===== config.mk =====
export PLATFORM = sky130hd
export DESIGN_NAME = i2c_line_seq
export DESIGN_NICKNAME = d
export VERILOG_FILES = /design/src/rtl/ilseq_pkg.sv /design/src/rtl/ilseq_sync.sv /design/src/rtl/ilseq_phase.sv /design/src/rtl/ilseq_timer.sv /design/src/rtl/i2c_line_seq.sv
export SDC_FILE = /design/constraint.sdc
export NUM_CORES = 1
export LEC_CHECK = 0
export ABC_AREA = 0
export CAP_MARGIN = 20
export CORE_MARGIN = 1.5
export CORE_UTILIZATION = 50
export CTS_BUF_LIST = sky130_fd_sc_hd__clkbuf_8
export DETAILED_ROUTE_END_ITERATION = 16
export PLACE_DENSITY = 0.78
export SLEW_MARGIN = 20
export SYNTH_ARGS = -nofsm -noshare
export SYNTH_HDL_FRONTEND = slang
export SYNTH_SLANG_ARGS = --single-unit
export TNS_END_PERCENT = 10

===== constraint.sdc =====
create_clock -name clk -period 5.09 [get_ports clk]
set_input_delay 1.018 -clock clk [delete_from_list [all_inputs] [get_ports clk]]
set_output_delay 1.018 -clock clk [all_outputs]
set_load 0.005 [all_outputs]

===== src/rtl/ilseq_pkg.sv =====
package ilseq_pkg;
  typedef enum logic [3:0] {
    SQ_IDLE,   // both lines released, not busy
    SQ_OPEN,   // SDA low, SCL released: open hold
    SQ_PARK,   // SCL low, waiting for work
    SQ_BHOLD,  // SCL low, old SDA held
    SQ_BSET,   // SCL low, new SDA set up
    SQ_BHIGH,  // SCL released, data stable
    SQ_CHOLD,  // close: SCL low, old SDA held
    SQ_CSET,   // close: SCL low, SDA low
    SQ_CHIGH,  // close: SCL released, SDA low
    SQ_FREE,   // both released, bus-free wait
    SQ_RHOLD,  // restart: SCL low, old SDA held
    SQ_RSET,   // restart: SCL low, SDA released
    SQ_RHIGH   // restart: both released for a full period
  } sq_state_e;
endpackage


===== src/rtl/ilseq_sync.sv =====
module ilseq_sync #(
  parameter int W      = 2,
  parameter int STAGES = 2
) (
  input  logic         clk,
  input  logic         rst_n,
  input  logic [W-1:0] d,
  output logic [W-1:0] q
);
  logic [W-1:0] stg [STAGES];

  generate
    for (genvar s = 0; s < STAGES; s++) begin : g_stage
      if (s == 0) begin : g_first
        always_ff @(posedge clk or negedge rst_n)
          if (!rst_n) stg[s] <= '1;
          else        stg[s] <= d;
      end else begin : g_next
        always_ff @(posedge clk or negedge rst_n)
          if (!rst_n) stg[s] <= '1;
          else        stg[s] <= stg[s-1];
      end
    end
  endgenerate

  assign q = stg[STAGES-1];
endmodule


===== src/rtl/ilseq_phase.sv =====
module ilseq_phase #(
  parameter int W    = 9,
  parameter int PMIN = 28,
  parameter int PMAX = 256
) (
  input  logic [W-1:0] raw,
  output logic [W-1:0] per,
  output logic [W-1:0] hi,
  output logic [W-1:0] lo
);
  localparam logic [W-1:0] MINV = W'(PMIN);
  localparam logic [W-1:0] MAXV = W'(PMAX);

  always_comb begin
    if (raw < MINV)      per = MINV;
    else if (raw > MAXV) per = MAXV;
    else                 per = raw;
    hi = per >> 1;
    lo = per - hi;
  end
endmodule


===== src/rtl/ilseq_timer.sv =====
module ilseq_timer #(
  parameter int W = 10
) (
  input  logic         clk,
  input  logic         rst_n,
  input  logic         load,
  input  logic [W-1:0] load_val,
  output logic         zero
);
  logic [W-1:0] cnt_q;

  always_ff @(posedge clk or negedge rst_n)
    if (!rst_n)          cnt_q <= '0;
    else if (load)       cnt_q <= load_val;
    else if (cnt_q != 0) cnt_q <= cnt_q - 1'b1;

  assign zero = (cnt_q == '0);
endmodule


===== src/rtl/i2c_line_seq.sv =====
module i2c_line_seq
  import ilseq_pkg::*;
#(
  parameter int PER_W       = 9,
  parameter int PER_MIN     = 28,
  parameter int PER_MAX     = 256,
  parameter int SYNC_STAGES = 2,
  parameter int DATA_HOLD   = 3,
  parameter int CLOSE_EXTRA = 2
) (
  input  logic             clk,
  input  logic             rst_n,
  input  logic [PER_W-1:0] period_cfg,
  input  logic             open_req,
  input  logic             restart_req,
  input  logic             close_req,
  input  logic             bit_valid,
  input  logic             bit_value,
  output logic             bit_ready,
  input  logic             scl_in,
  input  logic             sda_in,
  output logic             scl_pull,
  output logic             sda_pull,
  output logic             busy
);
  localparam int TW = PER_W + 1;
  localparam logic [TW-1:0] ONE      = TW'(1);
  localparam logic [TW-1:0] TWO      = TW'(2);
  localparam logic [TW-1:0] HOLD_M1  = TW'(DATA_HOLD - 1);
  localparam logic [TW-1:0] SET_SUB  = TW'(DATA_HOLD + 1);
  localparam logic [TW-1:0] CLOSE_M1 = TW'(CLOSE_EXTRA - 1);

  sq_state_e        state_q, state_n;
  logic [PER_W-1:0] per_q, ph_raw, ph_per, ph_hi, ph_lo;
  logic [TW-1:0]    per_w, hi_w, lo_w, load_val;
  logic [1:0]       pins_s;
  logic             scl_s, sda_s, t_zero;
  logic             close_pend_q, fresh_q, bit_q;
  logic             scl_pull_q, sda_pull_q, busy_q;
  logic             gap_ok, ready_c, take, close_want, close_gate, active;

  // line synchronizer
  ilseq_sync #(.W(2), .STAGES(SYNC_STAGES)) u_sync (
    .clk(clk), .rst_n(rst_n), .d({scl_in, sda_in}), .q(pins_s)
  );
  assign scl_s = pins_s[1];
  assign sda_s = pins_s[0];

  // period: live input while idle, latched copy otherwise
  assign ph_raw = (state_q == SQ_IDLE) ? period_cfg : per_q;
  ilseq_phase #(.W(PER_W), .PMIN(PER_MIN), .PMAX(PER_MAX)) u_phase (
    .raw(ph_raw), .per(ph_per), .hi(ph_hi), .lo(ph_lo)
  );
  assign per_w = TW'(ph_per);
  assign hi_w  = TW'(ph_hi);
  assign lo_w  = TW'(ph_lo);

  ilseq_timer #(.W(TW)) u_timer (
    .clk(clk), .rst_n(rst_n), .load(state_n != state_q),
    .load_val(load_val), .zero(t_zero)
  );

  // handshake and close gating
  always_comb begin
    gap_ok     = !close_pend_q && !close_req;
    close_want = close_pend_q || close_req;
    close_gate = !scl_s && (!fresh_q || !sda_s);
    case (state_q)
      SQ_PARK:           ready_c = gap_ok && !restart_req;
      SQ_OPEN, SQ_BHIGH: ready_c = t_zero && gap_ok;
      default:           ready_c = 1'b0;
    endcase
    take = bit_valid && ready_c;
  end

  always_comb begin
    state_n = state_q;
    case (state_q)
      SQ_IDLE:           if (open_req) state_n = SQ_OPEN;
      SQ_OPEN, SQ_BHIGH: if (t_zero) state_n = take ? SQ_BHOLD : SQ_PARK;
      SQ_PARK: begin
        if (close_want && close_gate)      state_n = SQ_CHOLD;
        else if (!close_want && restart_req) state_n = SQ_RHOLD;
        else if (take)                     state_n = SQ_BHOLD;
      end
      SQ_BHOLD: if (t_zero) state_n = SQ_BSET;
      SQ_BSET:  if (t_zero) state_n = SQ_BHIGH;
      SQ_CHOLD: if (t_zero) state_n = SQ_CSET;
      SQ_CSET:  if (t_zero) state_n = SQ_CHIGH;
      SQ_CHIGH: if (t_zero) state_n = SQ_FREE;
      SQ_FREE:  if (t_zero) state_n = SQ_IDLE;
      SQ_RHOLD: if (t_zero) state_n = SQ_RSET;
      SQ_RSET:  if (t_zero) state_n = SQ_RHIGH;
      SQ_RHIGH: if (t_zero) state_n = SQ_OPEN;
      default:  state_n = SQ_IDLE;
    endcase
  end

  // interval of the state being entered, minus one
  always_comb begin
    case (state_n)
      SQ_OPEN, SQ_FREE:             load_val = hi_w - TWO;
      SQ_BHOLD, SQ_CHOLD, SQ_RHOLD: load_val = HOLD_M1;
      SQ_BSET, SQ_CSET, SQ_RSET:    load_val = lo_w - SET_SUB;
      SQ_BHIGH:                     load_val = hi_w - ONE;
      SQ_CHIGH:                     load_val = hi_w + CLOSE_M1;
      SQ_RHIGH:                     load_val = per_w - ONE;
      default:                      load_val = '0;
    endcase
  end

  always_comb begin
    case (state_q)
      SQ_IDLE, SQ_CHOLD, SQ_CSET, SQ_CHIGH, SQ_FREE: active = 1'b0;
      default:                                       active = 1'b1;
    endcase
  end

  always_ff @(posedge clk or negedge rst_n) begin
    if (!rst_n) begin
      state_q      <= SQ_IDLE;
      per_q        <= PER_W'(PER_MIN);
      close_pend_q <= 1'b0;
      fresh_q      <= 1'b0;
      bit_q        <= 1'b1;
      busy_q       <= 1'b0;
      scl_pull_q   <= 1'b0;
      sda_pull_q   <= 1'b0;
    end else begin
      state_q <= state_n;
      busy_q  <= (state_n != SQ_IDLE);
      if (state_q == SQ_IDLE && open_req) per_q <= ph_per;
      if (take) bit_q <= bit_value;

      if (state_n == SQ_CHOLD)              close_pend_q <= 1'b0;
      else if (close_req && active)         close_pend_q <= 1'b1;

      if (state_n == SQ_OPEN && state_q != SQ_OPEN) fresh_q <= 1'b1;
      else if (state_n == SQ_BHOLD)                 fresh_q <= 1'b0;

      case (state_n)
        SQ_PARK, SQ_BHOLD, SQ_BSET, SQ_CHOLD, SQ_CSET, SQ_RHOLD, SQ_RSET:
          scl_pull_q <= 1'b1;
        default: scl_pull_q <= 1'b0;
      endcase

      case (state_n)
        SQ_IDLE, SQ_FREE, SQ_RSET, SQ_RHIGH: sda_pull_q <= 1'b0;
        SQ_OPEN, SQ_CSET, SQ_CHIGH:          sda_pull_q <= 1'b1;
        SQ_BSET:                             sda_pull_q <= ~bit_q;
        default:                             sda_pull_q <= sda_pull_q;
      endcase
    end
  end

  assign bit_ready = ready_c;
  assign scl_pull  = scl_pull_q;
  assign sda_pull  = sda_pull_q;
  assign busy      = busy_q;
endmodule


==> impl_metrics.ini <==
[routing]
uppermost_layer_routed = met4
wire_per_inst_um = 17.0
drcViolationCount = 0
ratio_of_routed_vias_to_standard_cells = 6.12
wirelength_mm = 9.59
wl_met3_um = 447
number_of_detailed_routing_iterations_run_before_antenna_repair = 7
ant_nets = 0
wl_met2_mm = 4.68
vias = 3445
detail_route.iter0.violations = 271
routedLengthMet1_mm = 4.07

[logic_synthesis]
proportion_of_synthesized_flip_flops_having_asynchronous_set_or_reset_pct = 100
postSynth.topFlopCell = dfrtp_1
yosys_register_bits = 33
yosysSeqAreaShare_pct = 23.6
syn-num-nets = 480
synth_top_area_share_pct = 17.7
synth_warnings = 0
netlist.top_cell.by_area = dfrtp_1
number_of_enable_type_register_cells_in_the_synthesized_netlist = 0
synthTopCellsByArea = dfrtp_1 (18%), ha_1 (10%), dfstp_2 (5.9%), xnor2_1 (4.9%), nand2_1 (4.6%)
synth.avg_cell_area_um2 = 8.20
netlist-cell-type-count = 78
syn-cell-area_mm2 = 0.00354
synth_cells = 432

[grt]
grt_pass1_vias = 3340
grt_pass1_wl_mm = 15.9
grt_util_all_layers_pct = 26.9
grt_remaining_overflow = 0
pin_count_of_the_biggest_net_entering_global_routing = 34
antenna_found_initial = 0

[sta]
max-slew-margin-rel_pct = 48.0
timing.fmax_mhz = 221
min_period_ns = 4.52
tightestPinTransition_ns = 0.758
rsz0062_at_grt = no
period_share_pct = 88.9
finalSetupViolations = 0
final.setup.tns_ns = 0
worst_clock_skew_ns = 0.00470
finalMaxSlewViolations = 0
timing.final.hold_violations = 0

[pwr]
peakVddDrop_v = 0.000429
post_layout_total_power_mw = 3.12
power-per-cell-area_mw_per_mm2 = 774
total_leakage_power_nw = 1.63

[clocking]
post_cts.repair.setup_buffers = 0
worst_skew_pair.late_latency_ns = 0.29
tritoncts = done
ctsHtreeMaxLevel = 2
clock-sinks = 33
ctsLongestPathBuffers = 2
clk_root_buffer_cell = clkbuf_8
post_cts_resized = 0
cts_hold_buf = 0
clk_pin_slew_worst_paths_ns = 0.07
cts_inserted_buffers = 5

[layout]
end_of_flow_core_utilization_pct = 59.0
fraction_of_final_layout_cells_with_drive_strength_greater_than_1_pct = 14.3
n_antenna_cell = 0
layout-area-overhead-vs-synth_pct = 13.9
finish.net_count = 514

[setup_path]
critPathLaunchType = input pin
path_class = in -> reg
worst-endpoint-required_ns = 5.25
critPathMaxFanout = 8
worst_setup_path_startpoint = period_cfg[7]
arrival_ns = 4.68
crit_path_end_kind = flip-flop
worst_r2r_startpoint = state_q[0]$_DFF_PN0_

[placement]
placement.io_buffers = 21
dpl.hpwl_mm = 7.50
routabilityCongestion = 0.949

[worst_hold_path]
worstHoldStart = u_sync.stg[3]$_DFF_PN1_
hold_path.class = reg -> reg

[floorplanning]
design.portCount = 22
rows = 30
die_x_extent_um = 87.2
core_mm2 = 0.00683
initial_core_utilization_pct = 51.8
chipHeight_um = 87.2
die_area_mm2 = 0.00760

[run_status]
outcome = complete, no violations

[run]
drv_cap = 0
worst max-delay path, cell delays in order:
cell	delay (ns)
clkdlybuf4s50_1	0.45
nor3_1	0.35
and3_1	0.24
nor2_1	0.14
nand2_1	0.18
inv_1	0.15
ha_1	0.24
fa_1	0.41
nor3_1	0.30
nor3_1	0.13
xnor2_1	0.24
nand3_1	0.16
nor3_1	0.28
xor2_1	0.11
a22oi_1	0.20
a21oi_1	0.09
registers in the layout, indices dropped and copies added, names as in the netlist, 2 cells and up:
name           cells
per_q              9
state_q            4
u_sync.q           2
u_sync.stg         2
u_timer.cnt_q     10
layout make-up:
type / count / area, µm²
clock buffers: 5 / 68.8
clock inverters: 3 / 17.5
fillers: 627 / 2800
inverters: 25 / 93.8
multi-input cells: 358 / 2520
flip-flops and latches: 33 / 836
well taps: 96 / 120
repair buffers: 43 / 375
report_power, final:
group	switching [mW]	internal, mW	total (mW)
sequential	0.113	0.354	0.467
combinational	1.41	1.05	2.46
clock	0.105	0.0944	0.199
layout by cell type (no fill, tap or decap), types with 6 or more instances in the layout:
master,Yosys,routed
a211oi_1,7,7
a21oi_1,19,19
a31oi_1,8,8
and3_1,7,7
buf_4,1,22
clkdlybuf4s50_1,0,21
dfrtp_1,25,25
dfstp_2,8,8
ha_1,29,29
inv_1,22,22
mux2i_1,7,7
nand2_1,43,43
nand2b_1,6,6
nand3_1,16,16
nand4_1,9,9
nor2_1,29,29
nor2b_1,9,9
nor3_1,20,20
o21ai_0,21,21
o21ai_1,7,7
o22ai_1,10,10
xnor2_1,20,20
xor2_1,11,11
synth_stat cells (8+ instances only):
library cell and number:
nand2_1 43, ha_1 29, nor2_1 29, dfrtp_1 25, inv_1 22, o21ai_0 21
nor3_1 20, xnor2_1 20, a21oi_1 19, nand3_1 16, xor2_1 11, o22ai_1 10
nand4_1 9, nor2b_1 9, a31oi_1 8, dfstp_2 8
worst paths after layout:
| kind | end | slack (ns) | cells past startpoint |
|---|---|---|---|
| min | u_sync.q[1]$_DFF_PN1_ | 0.36 | 0 |
| max | u_timer.cnt_q[7]$_DFFE_PN0P_ | 0.57 | 16 |
| max in group asynchronous | u_sync.q[0]$_DFF_PN1_ | 3.61 | 2 |
| max reg2reg | u_timer.cnt_q[7]$_DFFE_PN0P_ | 0.68 | 14 |
| min reg2reg | u_sync.q[1]$_DFF_PN1_ | 0.36 | 0 |
| min in group asynchronous | per_q[1]$_DFFE_PN0P_ | 1.14 | 2 |
routing by layer:
layer / track usage (%) / vias to the layer above
met1: 33.0 / 1637
li1: - / 1654
met4: 13.4 / 0
met3: 3.79 / 32
met2: 46.2 / 122
met5: 0 / -
metrics by stage:
stage          instance area, µm²  hold WS (ns)  setup slack, ns  cells
6_report                     4030         0.357            0.566    563
5_1_grt                      4030         0.363            0.186    563
3_5_place_dp                 3950         0.348            0.276    555
3_3_place_gp                 3950         0.346            0.343    555
2_1_floorplan                3540         0.345            0.913    432
4_1_cts                      4030         0.359            0.569    563
cell families after synthesis:
logic type | count (synthesis) | share of synthesized area [%]
AOI/OAI and AO/OA | 114 | 22.8
xor gates and xnor gates | 32 | 8.13
adders and majority gates | 30 | 10.8
buffers and inverters | 41 | 5.34
DFF | 33 | 23.6
muxes | 11 | 3.32
and+or+nand+nor | 171 | 26.0
(Power assumes the default switching activity.)
